[src/rtl/rxf_pkg.sv]
package rxf_pkg;
  localparam int OCTET_W = 8;

  typedef enum logic [2:0] {
    RC_NONE  = 3'd0,
    RC_BCAST = 3'd1,
    RC_OPEN  = 3'd2,
    RC_MCAST = 3'd3,
    RC_UCAST = 3'd4,
    RC_SHORT = 3'd5
  } rxf_class_e;
endpackage

[src/rtl/rxf_octet_cmp.sv]
module rxf_octet_cmp #(
  parameter int NOCT = 6
) (
  input  logic [NOCT*8-1:0] dst,
  input  logic [NOCT*8-1:0] station,
  input  logic [NOCT*8-1:0] mc_addr,
  input  logic [NOCT*8-1:0] mc_mask,
  output logic              is_bcast,
  output logic              mc_hit,
  output logic              mc_off,
  output logic              uc_hit
);
  localparam int OW = rxf_pkg::OCTET_W;

  logic [NOCT-1:0] oct_bc, oct_mc, oct_mcall, oct_uc;

  // One comparator slice per address octet.
  for (genvar i = 0; i < NOCT; i++) begin : g_oct
    logic [OW-1:0] d_o;
    assign d_o          = dst[i*OW +: OW];
    assign oct_bc[i]    = &d_o;
    assign oct_mcall[i] = &mc_addr[i*OW +: OW];
    assign oct_mc[i]    = ((d_o & mc_mask[i*OW +: OW]) == mc_addr[i*OW +: OW]);
    assign oct_uc[i]    = (d_o == station[i*OW +: OW]);
  end

  assign is_bcast = &oct_bc;
  assign mc_off   = &oct_mcall;
  assign mc_hit   = &oct_mc;
  assign uc_hit   = &oct_uc;
endmodule

[src/rtl/rxf_prio.sv]
module rxf_prio (
  input  logic               too_short,
  input  logic               is_bcast,
  input  logic               chk_en,
  input  logic               mc_off,
  input  logic               mc_hit,
  input  logic               uc_hit,
  output logic               accept,
  output rxf_pkg::rxf_class_e cls
);
  import rxf_pkg::*;

  always_comb begin
    accept = 1'b0;
    cls    = RC_NONE;
    if (too_short) begin
      cls = RC_SHORT;
    end else if (is_bcast) begin
      accept = 1'b1;
      cls    = RC_BCAST;
    end else if (!chk_en) begin
      accept = 1'b1;
      cls    = RC_OPEN;
    end else if (!mc_off && mc_hit) begin
      accept = 1'b1;
      cls    = RC_MCAST;
    end else if (uc_hit) begin
      accept = 1'b1;
      cls    = RC_UCAST;
    end
  end
endmodule

[src/rtl/rx_addr_filter.sv]
module rx_addr_filter #(
  parameter int ADDR_W   = 48,
  parameter int FLAG_W   = 32,
  parameter int CHK_BIT  = 5,
  parameter int LEN_W    = 16,
  parameter int MIN_LEN  = 6
) (
  input  logic              clk,
  input  logic              rst,
  input  logic              frm_valid,
  input  logic [LEN_W-1:0]  frm_len,
  input  logic [ADDR_W-1:0] dst_addr,
  input  logic [FLAG_W-1:0] flt_flags,
  input  logic [ADDR_W-1:0] station_addr,
  input  logic [ADDR_W-1:0] mcast_addr,
  input  logic [ADDR_W-1:0] mcast_mask,
  output logic              dec_done,
  output logic              dec_accept,
  output logic [2:0]        dec_class
);
  import rxf_pkg::*;

  localparam int NOCT = ADDR_W / OCTET_W;

  logic       is_bcast, mc_hit, mc_off, uc_hit, too_short;
  logic       acc_c;
  rxf_class_e cls_c;
  logic       flags_unused;

  assign too_short    = (frm_len < LEN_W'(MIN_LEN));
  assign flags_unused = ^(flt_flags & ~(FLAG_W'(1) << CHK_BIT));

  rxf_octet_cmp #(.NOCT(NOCT)) u_cmp (
    .dst      (dst_addr),
    .station  (station_addr),
    .mc_addr  (mcast_addr),
    .mc_mask  (mcast_mask),
    .is_bcast (is_bcast),
    .mc_hit   (mc_hit),
    .mc_off   (mc_off),
    .uc_hit   (uc_hit)
  );

  rxf_prio u_prio (
    .too_short (too_short),
    .is_bcast  (is_bcast),
    .chk_en    (flt_flags[CHK_BIT]),
    .mc_off    (mc_off),
    .mc_hit    (mc_hit),
    .uc_hit    (uc_hit),
    .accept    (acc_c),
    .cls       (cls_c)
  );

  always_ff @(posedge clk) begin
    if (rst) begin
      dec_done   <= 1'b0;
      dec_accept <= 1'b0;
      dec_class  <= RC_NONE;
    end else begin
      dec_done   <= frm_valid;
      dec_accept <= frm_valid & acc_c;
      dec_class  <= frm_valid ? cls_c : RC_NONE;
    end
  end
endmodule

[config.mk]
export PLATFORM = sky130hd
export DESIGN_NAME = rx_addr_filter
export DESIGN_NICKNAME = d
export VERILOG_FILES = /design/src/rtl/rxf_pkg.sv /design/src/rtl/rxf_octet_cmp.sv /design/src/rtl/rxf_prio.sv /design/src/rtl/rx_addr_filter.sv
export SDC_FILE = /design/constraint.sdc
export NUM_CORES = 1
export LEC_CHECK = 0
export BUFFER_PORTS_ARGS = -buffer_cell sky130_fd_sc_hd__clkbuf_2
export CORE_AREA = 2 2 95 97
export DETAILED_ROUTE_END_ITERATION = 10
export DIE_AREA = 0 0 97 99
export MAX_ROUTING_LAYER = met4
export PLACE_DENSITY = 0.66
export SLEW_MARGIN = 20
export SYNTH_ARGS = -nofsm -noshare
export SYNTH_HDL_FRONTEND = slang
export SYNTH_SLANG_ARGS = --single-unit
[constraint.sdc]
create_clock -name clk -period 1.67 [get_ports clk]
set_input_delay 0.167 -clock clk [delete_from_list [all_inputs] [get_ports clk]]
set_output_delay 0.167 -clock clk [all_outputs]
set_load 0.005 [all_outputs]
==> flow_summary.ini <==
[worst_setup_path]
worstSetupPathType = in2reg
endpoint_kind = flip-flop
startpoint_type = input port
crit_start = dst_addr[22]
crit_required_ps = 1780
crit_arrival_ps = 1630
cp_max_fo = 4

[cells_and_area]
instances_no_fill = 600
fillCellCount = 923
antenna_cells = 0
ff_latch_area_um2 = 100
multi_input_area_mm2 = 0.00170
post_route_cells_drive_above_1_share_pct = 54.1
fin_nets = 736
final_util_pct = 38.6
area.growth.synth_to_final_pct = 85.0

[synth]
syn_nets = 484
synth_top_area_cell = xnor2_1
yosysWarnings = 0
synth_area_leaders = xnor2_1, nand4_1, xor2_1, dfxtp_1, and3_1
synth_area_per_cell_um2 = 7.40
ys_ff_latch = 5
netlist_area_mm2 = 0.00178
synth_top_area_share_pct = 23.6
synth.distinct_cells = 27
synth_cells = 241
ys_seq_area_share_pct = 5.61

[floorplan]
initial_utilization_pct = 20.9
die_h_um = 99
chipWidth_um = 97
io_pins = 248
design.die.area_mm2 = 0.00960
rows = 34
core_region_area_mm2 = 0.00855

[power_and_ir_drop]
power.density_mw_per_mm2 = 331
power_switching_uw = 411
p_leak_nw = 1.70
power_frac_seq_pct = 11.4
clockPowerShare_pct = 20.6
share_comb_of_total_power_pct = 68.0
p_sw_share_pct = 37.6
p_int_uw = 681
max-vdd-ir-drop_mv = 0.174

[cts]
cts_buffers = 3
cts.sinks = 5
clk_pin_slew_worst_paths_ps = 30
cts_tree = built
cts.htree.levels = 1
cts_root_buffer = clkbuf_8
clockBufferDepth = 2

[worst_hold_path]
hold_start = flt_flags[5]
whs_path_depth = 2
hp-class = in2reg
hold_end = dec_class[1]

[detailed_routing]
first_iter_violations = 104
ant_nets = 0
wl_mm = 11.1
drcViolationCount = 0
firstDrtPassIters = 4
wl_per_cell_um = 18.5
vias = 2954
via_per_inst = 4.92

[place]
portBuffers = 215
place_hpwl_mm = 10.4
gp_congestion = 0.946
dpl.cell_count = 596

[global_routing]
met2_usage_pct = 41.2
grt_util_met1_pct = 27.6
grt-busiest-layer = met2
grtUsageMet3_pct = 2.62
antenna_found_initial = 0
gr-total-overflow = 0
grt_pass1_wl_mm = 16.5
track_usage_pct = 23.1
grt_max_degree = 6
first_global_vias = 3179

[sta]
worst_slew_pin_slew_ps = 469
fin_crit_sh_pct = 90.8
fin_crit_ps = 1520
setup_viol = 0
clock.fmax_mhz = 660
maxSlewViolCount = 0
rsz0062_at_grt = false
maxSlewHeadroom_pct = 68.5
final-hold-violation-count = 0

[flow_run]
max_cap_violations = 0

[outcome]
status = complete, no violations
cell type report:
type,count,area share (%)
Clock buffer,4,1.37
Multi-Input combinational cell,236,51.6
Sequential cell,5,3.03
Tap cell,108,4.10
Timing Repair Buffer,247,39.9
cells by family after synthesis:
family	share of synthesized area, %
xor+xnor	31.4
flops	5.61
simple gates	40.8
compound gates	22.2
cells in the final DEF (no fill, tap or decap), types with 2 or more instances in the layout:
cell,n
o22a_1,4
nor4_1,11
dfxtp_1,5
xor2_1,16
o22a_2,4
buf_4,32
and3_1,14
xnor2_1,48
and3b_1,7
nor2b_1,2
a211oi_1,5
nand4_1,44
a211oi_2,4
clkbuf_2,215
a21o_1,9
and3_2,2
a21boi_0,8
nand2_1,20
nand3_1,12
a21oi_1,17
clkbuf_8,3
nor4_4,2
worst max-delay path, stage by stage:
cell and delay, ps:
clkbuf_2 120, a21o_1 210, a211oi_2 230, nand4_1 220
nor4_4 350, nand3_2 150, a21o_1 190
repair_timing:
action,in CTS,in global routing
endpoints found under the setup margin,0,4
hold buffers,0,0
gates resized for setup,0,3
setup buffers,0,0
state kept, by name, summed over array words and instances, names as in the netlist:
signal / cells
dec_class: 3
dec_accept: 1
dec_done: 1
synthesized netlist by cell type:
cell type   n
nand4_1    44
nand3_1    12
o21ai_1     1
nor2b_1     2
a311oi_1    1
a211oi_2    2
a21oi_1    17
nand4_2     1
dfxtp_1     5
a21o_1      9
o22a_1      4
a21boi_0    8
nor3_1      1
a211oi_1    7
nor4_2      1
nor4_4      1
nor4_1     11
o22a_2      4
and3b_1     7
xor2_1     16
and3b_2     1
nand2_1    20
and3_2      2
xnor2_1    48
a41oi_2     1
and3_1     14
nand3_2     1
per-layer routing:
metal | up-vias | routed length [um]
li1 | 1461 | -
met1 | 1325 | 4620
met2 | 152 | 5500
met3 | 16 | 732
met4 | 0 | 256
met5 | - | 0
metrics by stage:
| step | setup TNS (ps) | power [mW] | setup slack (ps) | area [um^2] | hold WS, ps |
|---|---|---|---|---|---|
| global placement | -268 | 0.863 | -103 | 3230 | 398 |
| detailed placement | -510 | 0.866 | -165 | 3230 | 412 |
| global route | 0 | 1.17 | 40.9 | 3300 | 192 |
| finish | 0 | 1.09 | 154 | 3300 | 189 |
| CTS | 0 | 1.09 | 43.4 | 3280 | 181 |
| floorplan | 0 | 0.376 | 349 | 1780 | 256 |
worst max-delay path by stage:
stage	end	depth (start not counted)
global route	dec_class[2]	7
finish	dec_class[2]	7
CTS	dec_class[2]	7
floorplan	dec_class[2]	6
global placement	dec_class[2]	7
detailed placement	dec_class[2]	7
power by group through the flow:
| stage | Clock [mW] | Combinational, mW | Sequential [mW] |
|---|---|---|---|
| after detailed placement | 0 | 0.740 | 0.126 |
| after CTS | 0.226 | 0.745 | 0.124 |
| final | 0.225 | 0.743 | 0.124 |
| after global placement | 0 | 0.737 | 0.126 |
| after global routing | 0.238 | 0.809 | 0.125 |
| after floorplan | 0 | 0.249 | 0.126 |
Note: power is estimated with default switching activity, not from simulation.
